--- config.mk ---
export PLATFORM = sky130hd
export DESIGN_NAME = wdog_recov
export DESIGN_NICKNAME = d
export VERILOG_FILES = /design/src/rtl/wdog_recov_pkg.sv /design/src/rtl/wdog_rec_cfg.sv /design/src/rtl/wdog_win_timer.sv /design/src/rtl/wdog_pulse_gen.sv /design/src/rtl/wdog_ctrl.sv /design/src/rtl/wdog_recov.sv
export SDC_FILE = /design/constraint.sdc
export NUM_CORES = 1
export LEC_CHECK = 0
export ABC_AREA = 1
export BUFFER_PORTS_ARGS = -buffer_cell sky130_fd_sc_hd__buf_2
export CELL_PAD_IN_SITES_DETAIL_PLACEMENT = 0
export CELL_PAD_IN_SITES_GLOBAL_PLACEMENT = 2
export CORE_ASPECT_RATIO = 0.9
export CORE_MARGIN = 5
export CORE_UTILIZATION = 34
export DETAILED_ROUTE_END_ITERATION = 6
export PLACE_DENSITY = 0.78
export SETUP_SLACK_MARGIN = 0.15
export SYNTH_ARGS = -nofsm -noshare
export SYNTH_HDL_FRONTEND = slang
export SYNTH_SLANG_ARGS = --single-unit
--- constraint.sdc ---
create_clock -name clk -period 2.6 [get_ports clk]
set_input_delay 0.52 -clock clk [delete_from_list [all_inputs] [get_ports clk]]
set_output_delay 0.52 -clock clk [all_outputs]
set_load 0.01 [all_outputs]
--- src/rtl/wdog_recov_pkg.sv ---
package wdog_recov_pkg;
  typedef enum logic [1:0] {
    PH_INIT  = 2'd0,
    PH_NORM  = 2'd1,
    PH_RECOV = 2'd2,
    PH_PULSE = 2'd3
  } wd_phase_e;

  localparam int CODE_W = 4;
endpackage

--- src/rtl/wdog_rec_cfg.sv ---
module wdog_rec_cfg #(
  parameter int CODE_W   = 4,
  parameter int STEP_CYC = 16,
  parameter int CW       = 8,
  parameter int CODE_RST = 2
) (
  input  logic              clk,
  input  logic              rst,
  input  logic              wr_en,
  input  logic [CODE_W-1:0] wr_code,
  output logic [CW-1:0]     rec_len
);
  logic [CODE_W-1:0] code_q;

  always_ff @(posedge clk) begin
    if (rst)        code_q <= CODE_W'(CODE_RST);
    else if (wr_en) code_q <= wr_code;
  end

  // length in cycles = (code + 1) steps
  always_comb rec_len = CW'((int'(code_q) + 1) * STEP_CYC);
endmodule

--- src/rtl/wdog_win_timer.sv ---
module wdog_win_timer #(
  parameter int CW = 8
) (
  input  logic          clk,
  input  logic          rst,
  input  logic          clear,
  output logic [CW-1:0] cnt_o
);
  always_ff @(posedge clk) begin
    if (rst || clear) cnt_o <= '0;
    else              cnt_o <= cnt_o + 1'b1;
  end
endmodule

--- src/rtl/wdog_pulse_gen.sv ---
module wdog_pulse_gen #(
  parameter int WIDTH_CYC = 8
) (
  input  logic clk,
  input  logic rst,
  input  logic start,
  output logic pulse_o,
  output logic last_o
);
  localparam int PW = $clog2(WIDTH_CYC + 1);
  logic [PW-1:0] pcnt;

  assign last_o = pulse_o && (pcnt == PW'(WIDTH_CYC - 1));

  always_ff @(posedge clk) begin
    if (rst) begin
      pulse_o <= 1'b0;
      pcnt    <= '0;
    end else if (start) begin
      pulse_o <= 1'b1;
      pcnt    <= '0;
    end else if (pulse_o) begin
      if (last_o) pulse_o <= 1'b0;
      pcnt <= pcnt + 1'b1;
    end
  end
endmodule

--- src/rtl/wdog_ctrl.sv ---
module wdog_ctrl
  import wdog_recov_pkg::*;
#(
  parameter int PERIOD_CYC = 64,
  parameter int CLOSED_CYC = 24,
  parameter int CW         = 8
) (
  input  logic          clk,
  input  logic          rst,
  input  logic          init_done_i,
  input  logic          refresh_i,
  input  logic          refresh_good_i,
  input  logic          fault_i,
  input  logic          recov_en_i,
  input  logic [CW-1:0] cnt_i,
  input  logic [CW-1:0] rec_len_i,
  input  logic          pulse_last_i,
  output wd_phase_e     phase_q,
  output logic          safe_q,
  output logic          err_q,
  output logic          tmr_clear,
  output logic          pulse_start
);
  localparam logic [CW-1:0] CLOSED_END = CW'(CLOSED_CYC);
  localparam logic [CW-1:0] PERIOD_END = CW'(PERIOD_CYC - 1);

  logic in_norm, in_rec, running;
  logic enter_rec, norm_act, norm_early, norm_bad, norm_miss;
  logic rec_good, rec_timeout;
  wd_phase_e phase_d;

  always_comb begin
    in_norm     = (phase_q == PH_NORM);
    in_rec      = (phase_q == PH_RECOV);
    running     = in_norm || in_rec;
    enter_rec   = in_norm && recov_en_i && fault_i && safe_q;
    norm_act    = in_norm && !enter_rec;
    norm_early  = norm_act && refresh_i && (cnt_i < CLOSED_END);
    norm_bad    = norm_act && refresh_i && !refresh_good_i;
    norm_miss   = norm_act && !refresh_i && (cnt_i == PERIOD_END);
    rec_good    = in_rec && refresh_i && refresh_good_i;
    rec_timeout = in_rec && !rec_good && (cnt_i == rec_len_i - 1'b1);
    pulse_start = rec_timeout;
    tmr_clear   = (phase_q == PH_INIT) || (phase_q == PH_PULSE) || enter_rec ||
                  (norm_act && refresh_i) || norm_miss || rec_good || rec_timeout;
  end

  always_comb begin
    phase_d = phase_q;
    unique case (phase_q)
      PH_INIT:  if (init_done_i) phase_d = PH_NORM;
      PH_NORM:  if (enter_rec) phase_d = PH_RECOV;
      PH_RECOV: begin
        if (rec_good && !fault_i) phase_d = PH_NORM;
        else if (rec_timeout)     phase_d = PH_PULSE;
      end
      PH_PULSE: if (pulse_last_i) phase_d = PH_INIT;
      default:  phase_d = PH_INIT;
    endcase
  end

  always_ff @(posedge clk) begin
    if (rst) begin
      phase_q <= PH_INIT;
      safe_q  <= 1'b0;
      err_q   <= 1'b0;
    end else begin
      phase_q <= phase_d;
      err_q   <= norm_early || norm_bad || norm_miss;
      if (rec_timeout)                safe_q <= 1'b0;
      else if (rec_good && !fault_i)  safe_q <= 1'b0;
      else if (running && fault_i)    safe_q <= 1'b1;
    end
  end
endmodule

--- src/rtl/wdog_recov.sv ---
module wdog_recov
  import wdog_recov_pkg::*;
#(
  parameter int PERIOD_CYC    = 64,
  parameter int CLOSED_CYC    = 24,
  parameter int REC_STEP_CYC  = 16,
  parameter int RST_PULSE_CYC = 8,
  parameter int REC_CODE_RST  = 2
) (
  input  logic              clk,
  input  logic              rst,
  input  logic              init_done_i,
  input  logic              cfg_wr_i,
  input  logic [CODE_W-1:0] cfg_rec_code_i,
  input  logic              recov_en_i,
  input  logic              fault_i,
  input  logic              refresh_i,
  input  logic              refresh_good_i,
  output logic              safe_state_o,
  output logic              wd_err_o,
  output logic              rst_pulse_o,
  output logic              in_init_o,
  output logic              in_recov_o
);
  localparam int REC_MAX = (1 << CODE_W) * REC_STEP_CYC;
  localparam int SPAN    = (PERIOD_CYC > REC_MAX) ? PERIOD_CYC : REC_MAX;
  localparam int CW      = $clog2(SPAN + 1);

  wd_phase_e     phase;
  logic [CW-1:0] cnt, rec_len;
  logic          tmr_clear, pulse_start, pulse_last;

  wdog_rec_cfg #(
    .CODE_W(CODE_W), .STEP_CYC(REC_STEP_CYC), .CW(CW), .CODE_RST(REC_CODE_RST)
  ) u_cfg (
    .clk(clk), .rst(rst),
    .wr_en(cfg_wr_i && (phase == PH_INIT)),
    .wr_code(cfg_rec_code_i),
    .rec_len(rec_len)
  );

  wdog_win_timer #(.CW(CW)) u_tmr (
    .clk(clk), .rst(rst), .clear(tmr_clear), .cnt_o(cnt)
  );

  wdog_pulse_gen #(.WIDTH_CYC(RST_PULSE_CYC)) u_pulse (
    .clk(clk), .rst(rst), .start(pulse_start),
    .pulse_o(rst_pulse_o), .last_o(pulse_last)
  );

  wdog_ctrl #(
    .PERIOD_CYC(PERIOD_CYC), .CLOSED_CYC(CLOSED_CYC), .CW(CW)
  ) u_ctrl (
    .clk(clk), .rst(rst),
    .init_done_i(init_done_i),
    .refresh_i(refresh_i),
    .refresh_good_i(refresh_good_i),
    .fault_i(fault_i),
    .recov_en_i(recov_en_i),
    .cnt_i(cnt),
    .rec_len_i(rec_len),
    .pulse_last_i(pulse_last),
    .phase_q(phase),
    .safe_q(safe_state_o),
    .err_q(wd_err_o),
    .tmr_clear(tmr_clear),
    .pulse_start(pulse_start)
  );

  assign in_init_o  = (phase == PH_INIT);
  assign in_recov_o = (phase == PH_RECOV);
endmodule

Word-level counts from Yosys, hierarchy flattened
Cells that the tools add are included.
{"block": "op_classes", "n_addsub": 4, "magnitude_cmp": 1, "eq_ne": 10, "n_mux": 9, "n_reduce_logical": 36}
{"op": "1-bit logical AND", "count": 17}
{"op": "1-bit logical OR", "count": 10}
{"op": "2-bit 2-to-1 mux", "count": 5}
{"op": "9-bit by 1-bit adder with 9-bit output (second input constant)", "count": 1}
{"op": "9-bit by 6-bit equality test with 1-bit output (second input constant)", "count": 1}
{"op": "9-bit equality test", "count": 1}
{"op": "9-bit by 5-bit < comparator with 1-bit output (second input constant)", "count": 1}
{"op": "9-bit by 1-bit subtractor with 9-bit output (second input constant)", "count": 1}
{"op": "2-bit case mux with 4 select lines", "count": 1}
{"op": "2-bit inequality test (second input constant)", "count": 3}
{"op": "4-bit by 1-bit adder with 5-bit output (second input constant)", "count": 1}
{"op": "1-bit zero test", "count": 5}
{"op": "4-bit by 1-bit adder with 4-bit output (second input constant)", "count": 1}
{"op": "2-bit equality test (second input constant)", "count": 2}
{"op": "4-bit by 3-bit equality test with 1-bit output (second input constant)", "count": 1}
{"op": "4-bit AND reduction", "count": 1}
{"op": "1-bit 2-to-1 mux", "count": 3}
{"op": "3-bit by 1-bit inequality test with 1-bit output (second input constant)", "count": 1}
{"op": "3-bit OR reduction", "count": 1}
{"op": "2-bit by 1-bit equality test with 1-bit output (second input constant)", "count": 1}
{"op": "2-bit zero test", "count": 1}
{"op": "2-bit OR reduction", "count": 1}
{"block": "word_totals", "ff_bits": 22, "in_bits": 12, "output_inout_bits": 5, "word_cells": 67}

Logic depth before layout (Yosys ltp)
Gate-level depths: netlist (run 1).
{"block": "logic_depth", "ltp_word": 12, "mapped_depth": 12, "ltp_nobuf": 12}

Modules after synthesis
From an unflattened synthesis (run 1), not the netlist that was laid out.
{"block": "hier_totals", "cells_unflattened": 253, "hier_area_um2": 1581.5}
{"mod": "wdog_ctrl", "instances": 1, "cells_per_inst": 129, "area_each_um2": 728.2, "seq_area_each_um2": 80.1}
{"mod": "wdog_win_timer", "instances": 1, "cells_per_inst": 55, "area_each_um2": 381.6, "seq_area_each_um2": 180.2}
{"mod": "wdog_rec_cfg", "instances": 1, "cells_per_inst": 33, "area_each_um2": 226.5, "seq_area_each_um2": 80.1}
{"mod": "wdog_pulse_gen", "instances": 1, "cells_per_inst": 29, "area_each_um2": 214.0, "seq_area_each_um2": 100.1}
{"mod": "wdog_recov", "instances": 1, "cells_per_inst": 7, "area_each_um2": 31.3, "seq_area_each_um2": 0.0}

Least setup slack after synthesis (run 1)
Ideal clock, no wire load.
{"block": "synth_path", "path_kind": "reg2reg", "start": "register u_ctrl.phase_q[0]", "end": "register u_ctrl.phase_q[0]", "setup_ps": 115, "arrival_time_ps": 1395, "required_time_ps": 2485, "path_slack_ps": 1090, "path_stages_with_launch": 12, "path_buffers": 0, "period_less_slack_ps": 1510, "path_cell_list": "dfxtp_1 > inv_1 > ha_1 > inv_1 > a21oi_1 > nand4_1 > nor2_2 > nand3_2 > nand2_2 > nand3_1 > nand2_1 > nor2_1"}
{"block": "synth_via", "elab_chain_len": 8, "elab_cells_between_ends": 20, "cone_classes": "eq/ne (7); mux (2); reduce/logical (11)"}
{"item": "start, declared", "line_no": "wdog_ctrl.sv:18", "rtl": "output wd_phase_e phase_q,"}
{"item": "start signal, assigned", "line_no": "wdog_ctrl.sv:68", "rtl": "phase_q <= phase_d;"}
{"item": "2-bit equality test *"}
{"item": "via in_recov_o", "line_no": "wdog_recov.sv:23", "rtl": "output logic in_recov_o"}
{"item": "1-bit logical AND (2 in a row)", "line_no": "wdog_ctrl.sv:41", "rtl": "rec_good = in_rec && refresh_i && refresh_good_i;"}
{"item": "1-bit zero test", "line_no": "wdog_ctrl.sv:42", "rtl": "rec_timeout = in_rec && !rec_good && (cnt_i == rec_len_i - 1'b1);"}
{"item": "1-bit logical AND (2 in a row)", "line_no": "wdog_ctrl.sv:42"}
{"item": "3-bit by 1-bit inequality test with 1-bit output (no source line)"}
{"item": "4-bit AND reduction (no source line)"}
The timed path passes the listed nets; every way through them passes the cells marked *.
A chain may end at the register's enable or synchronous reset.

Final worst setup path (run 1)
{"block": "layout_path", "start": "register u_ctrl.phase_q[1]", "end": "output port in_init_o"}
{"block": "layout_via", "elab_chain_len": 1}
{"item": "2-bit zero test", "line_no": "wdog_recov.sv:70", "rtl": "assign in_init_o = (phase == PH_INIT);"}
{"item": "end, declared", "line_no": "wdog_recov.sv:22", "rtl": "output logic in_init_o,"}
Every way passes these cells.

==> impl_metrics.yaml, run 1 <==
outcome:
  status: "completed"
sta:
  slew_viol_final: 0
  slew_headroom_pct: 80.5
  rsz0062_at_grt: "no"
  finalHoldViolCount: 0
  tns_ns: 0
  fin_hold_ws_ns: 0.433
  finClkSkew_ns: 0.00986
  min_period_ns: 1.75
  worstMarginPinSlew_ns: 0.292
  fin_crit_sh_pct: 67.4
  finalSetupViolations: 0
  max_freq_mhz: 570
die:
  rows: 20
  core_um2: 3350
  die_y_um: 65.7
  die-width_um: 71.8
  initial_utilization_pct: 34.9
  io_pins: 17
  dieArea_um2: 4720
clock_network:
  clockBufferDepth: 2
  clock-sinks: 22
  cts_tree: "done"
  post_cts_buffers: 0
  cts_hold_buf: 0
  cts_buffers: 3
  clk_latency_ns: 0.27
  htree_num_levels: 1
  cts-resized-gates: 0
  clk_pin_slew_ns: 0.08
  cts-root-buf: "clkbuf_8"
yosys:
  yosysSeqAreaShare_pct: 37.6
  synthCells: 158
  synth_seq_cells: 22
  ys_types: 23
  syn_nets: 178
  avgSynthCellArea_um2: 7.40
  netlist_area_um2: 1170
  synth_warnings: 0
setup_path:
  slowest_stage: "dfxtp_1"
  end_kind: "primary output"
  path_cells: "inv_1, ha_1, buf_2"
  crit_required_ns: 2.08
  critPathMaxStageDelay_ns: 0.42
  crit_fanout: 5
  worstSetupPathType: "flop to primary output"
  cp-start-kind: "flop"
  arrival_ns: 1.23
placement:
  io_buffers: 16
  dp_cells: 218
  place_congestion: 0.761
  post-dp-hpwl_um: 2060
final_layout:
  instances_no_fill: 222
  syn_to_final_growth_pct: 16.3
  nets: 199
  drive_above_1_share_pct: 16.9
  multi_input_area_um2: 666
  regArea_um2: 440
  n_antenna_cell: 0
  n_fill_cell: 377
routing:
  vias: 1045
  drtIter0Drc: 40
  viasPerCell: 4.71
  drt_pass1_iterations: 4
  wl_um: 2580
  drtAntennaViolNets: 0
  drc: 0
  drt-wirelength-per-cell_um: 11.6
power:
  totalPowerFinal_mw: 1.03
  power_density_nw_per_um2: 755
  p_leak_nw: 0.595
  peakVddDrop_mv: 0.350
hold_path:
  hold_class: "primary input to flop"
global_route:
  grt_start_max_net_pins: 13
  grt_pass1_vias: 1034
  track_usage_pct: 11.9
  grt_pass1_wl_um: 4460
  gr-total-overflow: 0
  antenna_found_initial: 0
flow_run:
  max_cap_violations: 0
worst paths after layout:
kind / end / from / cells past startpoint / slack [ns]
worst max-delay path: in_init_o / u_ctrl.phase_q[1] / 3 / 0.85
worst min-delay path: u_ctrl.phase_q[1] / rst / 2 / 0.43
worst max register to register: u_tmr.cnt_o[8] / u_ctrl.phase_q[1] / 9 / 0.92
worst min register to register: u_tmr.cnt_o[0] / u_tmr.cnt_o[0] / 1 / 0.46
cells by family (layout without fill, tap and decap cells):
group	count (synthesis)	in the layout	share of synthesized area, %
mux	1	1	0.856
flops	22	22	37.6
xor+xnor	5	5	3.74
fa+ha+maj	8	8	8.56
simple gates	87	87	35.6
compound gates	18	18	8.13
buf+inv	17	37	5.45
where the power goes:
group | internal, mW | switching, mW
logic | 0.138 | 0.218
clock network | 0.135 | 0.111
registers | 0.381 | 0.0433
total | 0.654 | 0.372
sequential cells by signal, indices dropped and copies added (netlist names):
| name | cells |
|---|---|
| u_ctrl.err_q | 1 |
| u_pulse.pcnt | 4 |
| u_ctrl.safe_q | 1 |
| u_cfg.code_q | 4 |
| u_pulse.pulse_o | 1 |
| u_ctrl.phase_q | 2 |
| u_tmr.cnt_o | 9 |
stage by stage:
stage | instance area [µm²] | setup WS [ns] | util (%)
after detailed placement | 1310 | 0.929 | 38.9
after global routing | 1360 | 0.720 | 40.6
after global placement | 1310 | 0.898 | 38.9
after CTS | 1360 | 0.836 | 40.6
final | 1360 | 0.847 | 40.6
after floorplan | 1170 | 1.09 | -
worst max-delay path: cells and delay by family, from the launching register on:
| family | cells | cell delay (ns) |
|---|---|---|
| adder cells (fa/ha/maj) | 1 | 0.28 |
| buffers and inverters | 2 | 0.27 |
| flip-flops | 1 | 0.42 |
layout make-up:
cell class / instances / share of cell area [%]
Sequential cell: 22 / 32.4
Tap cell: 44 / 4.05
Inverter: 17 / 4.69
Timing Repair Buffer: 16 / 5.89
Multi-Input combinational cell: 119 / 48.9
Clock buffer: 4 / 4.05
cells in the mapped netlist:
master	count	area, µm²
o21ai_0	6	30.0
a21oi_1	10	50.1
nand2_2	1	6.26
xor2_1	5	43.8
nor3b_2	1	12.5
inv_1	16	60.1
inv_2	1	3.75
nand3_2	3	30.0
and2_1	1	6.26
nor2_2	1	6.26
mux2i_1	1	10.0
a21oi_2	1	8.76
nor3b_1	1	7.51
nor2_1	24	90.1
nand4_1	4	25.0
dfxtp_1	22	440
nor3_2	1	10.0
a31oi_1	1	6.26
nand2_1	31	116
nand3_1	15	75.1
nor3_4	1	16.3
ha_1	8	100
nor3_1	3	15.0
cell usage in the layout, fill, tap and decap left out, drive strengths merged, types with 5 or more instances in the layout:
cell / instances
o21ai: 6
nand2: 32
xor2: 5
dfxtp: 22
nor3: 5
inv: 17
ha: 8
nor2: 25
nand3: 18
buf: 16
a21oi: 11
per-layer routing:
metal	vias up	global-route usage [%]	part of all wire (%)
li1	564	-	-
met1	461	15.2	52
met2	16	19.3	43
met3	4	3.67	4.5
met4	0	3.52	1.2
met5	-	0	0
Note: power is estimated with default switching activity, not from simulation.
==> run 2, diff against run 1 <==
--- a/config.mk
+++ b/config.mk
@@ -11,9 +11,9 @@
 export CELL_PAD_IN_SITES_GLOBAL_PLACEMENT = 2
 export CORE_ASPECT_RATIO = 0.9
 export CORE_MARGIN = 5
-export CORE_UTILIZATION = 34
+export CORE_UTILIZATION = 31
 export DETAILED_ROUTE_END_ITERATION = 6
-export PLACE_DENSITY = 0.78
+export PLACE_DENSITY = 0.72
 export SETUP_SLACK_MARGIN = 0.15
 export SYNTH_ARGS = -nofsm -noshare
 export SYNTH_HDL_FRONTEND = slang
==> constraint.sdc (replaced) <==
create_clock -name clk -period 1.8 [get_ports clk]
set_input_delay 0.36 -clock clk [delete_from_list [all_inputs] [get_ports clk]]
set_output_delay 0.36 -clock clk [all_outputs]
set_load 0.01 [all_outputs]
==> impl_metrics.yaml, run 2 (synthesis results as in run 1) <==
outcome:
  status: "completed"
die:
  initial_utilization_pct: 31.8
  io_pins: 17
  rows: 21
  die-width_um: 74.8
  dieArea_um2: 5100
  core_um2: 3680
  die_y_um: 68.3
clock_network:
  cts_buffers: 3
  clk_latency_ns: 0.26
  clock-sinks: 22
  cts_tree: "done"
  htree_num_levels: 1
  clockBufferDepth: 2
  cts_hold_buf: 0
  clk_pin_slew_ns: 0.09
  cts-root-buf: "clkbuf_8"
routing:
  drtAntennaViolNets: 0
  drt-wirelength-per-cell_um: 12.6
  wl_um: 2960
  drtIter0Drc: 14
  viasPerCell: 4.70
  drt_pass1_iterations: 4
  drc: 0
  vias: 1104
setup_path:
  crit_fanout: 5
  crit_required_ns: 2.00
  startpoint: "u_ctrl.phase_q[1]"
  arrival_ns: 1.80
  rrSetupSlack_ns: 0.20
  end_kind: "flop"
  reg2reg_depth: 10
  cp-start-kind: "flop"
  r2r-end: "u_tmr.cnt_o[0]"
  r2r_start: "u_ctrl.phase_q[1]"
  worstSetupPathType: "flop to flop"
  cp-endpoint: "u_tmr.cnt_o[0]"
power:
  internal_power_mw: 1.18
  p_seq_share_pct: 35.7
  combPwrFrac_pct: 38.9
  pwr-share-clk_pct: 25.4
  peakVddDrop_mv: 0.456
  power_density_nw_per_um2: 1140
  p_sw_mw: 0.666
  swShare_pct: 36.1
  p_leak_nw: 0.675
sta:
  finClkSkew_ns: 0.00276
  rsz0062_at_grt: "yes"
  fin_hold_ws_ns: 0.281
  fin_crit_sh_pct: 88.8
  worstMarginPinSlew_ns: 0.392
  slew_headroom_pct: 73.8
  min_period_ns: 1.60
  tns_ns: 0
  worst_slack_ns: 0.201
  finalSetupViolations: 0
  max_freq_mhz: 626
  finalHoldViolCount: 0
  slew_viol_final: 0
final_layout:
  largest-register: "u_tmr.cnt_o"
  nets: 210
  reg_top3: "u_tmr.cnt_o (9), u_cfg.code_q (4), u_pulse.pcnt (4)"
  final_cell_mix: "29 x nand2_1, 21 x nor2_1, 17 x dfxtp_1, 16 x buf_2, 13 x nand3_1"
  drive_above_1_share_pct: 33.3
  syn_to_final_growth_pct: 38.7
  instances_no_fill: 235
  fin_area_um2: 1620
  n_antenna_cell: 0
  largest_register_ffs: 9
  final_common_cell: "nand2_1"
placement:
  place_congestion: 0.806
  dp_cells: 222
  post-dp-hpwl_um: 2120
  placed_area_um2: 1320
  io_buffers: 16
  pre_cts_ws_ns: 0.120
global_route:
  grt_pass1_wl_um: 4380
  track_usage_pct: 11.3
  gr-total-overflow: 0
  grt_pass1_vias: 976
  grt_start_max_net_pins: 14
  antenna_found_initial: 0
flow_run:
  max_cap_violations: 0
hold_path:
  hold_class: "primary input to flop"
  holdPathStages: 2
## run 2: cell count changes in the layout (fill, tap and decap cells not counted), moves of 3 or more
cell | previous run | this run
inv_1 | 16 | 12
buf_4 | 0 | 7
ha_1 | 8 | 4
nor2_1 | 24 | 21
nand3_4 | 0 | 3
buf_6 | 0 | 3
ha_4 | 0 | 4
dfxtp_1 | 22 | 17
dfxtp_4 | 0 | 3
## run 2: layer usage
metal  routed length [µm]  GRT usage (%)
met1                 1450           14.7
met2                 1370           18.8
met3                  102           3.52
met4                   33           2.00
met5                    0              0
## run 2: how the worst min path moves through the flow
stage	start	endpoint	slack, ns
2_1_floorplan	u_tmr.cnt_o[0]	u_tmr.cnt_o[0]	0.42
3_3_place_gp	u_tmr.cnt_o[0]	u_tmr.cnt_o[0]	0.43
3_5_place_dp	u_tmr.cnt_o[0]	u_tmr.cnt_o[0]	0.44
4_1_cts	rst	u_ctrl.phase_q[1]	0.28
5_1_grt	rst	u_ctrl.phase_q[1]	0.28
6_report	rst	u_ctrl.phase_q[1]	0.28
## run 2: layout make-up
class,instances,area (µm²)
fillers,391,2060
flip-flops and latches,22,454
clock buffers,3,41.3
well taps,46,57.6
multi-input cells,120,805
clock inverters,1,30.0
repair buffers,26,166
inverters,17,68.8
## run 2: power by group through the flow
stage                     combinational [mW]  sequential, mW  clock [mW]
final                                  0.716           0.659       0.468
after global placement                 0.511           0.624           0
after detailed placement               0.506           0.625           0
after floorplan                        0.381           0.613           0
after CTS                              0.513           0.616       0.487
after global routing                   0.807           0.669       0.500
## run 2: repair_timing
action / in CTS / in global routing
gates cloned: 0 / 1
pin swaps: 0 / 20
setup endpoints to repair: 16 / 16
setup buffers: 0 / 8
resized for setup: 2 / 42
## run 2: worst max-delay path, stage by stage, from the launching register on
cell and delay (ns):
dfxtp_4 0.38, inv_4 0.06, ha_4 0.12, nand4_1 0.10
and2_4 0.19, nand4_1 0.10, nand2_2 0.09, nor2_4 0.15
buf_6 0.12, nand3_4 0.09, nor2_1 0.11
## run 2: through the flow
stage                     total power, mW  util, %
after global routing                 1.98     44.1
after detailed placement             1.13     36.0
after global placement               1.14     36.0
final                                1.84     44.1
after floorplan                     0.995        -
after CTS                            1.62     38.0
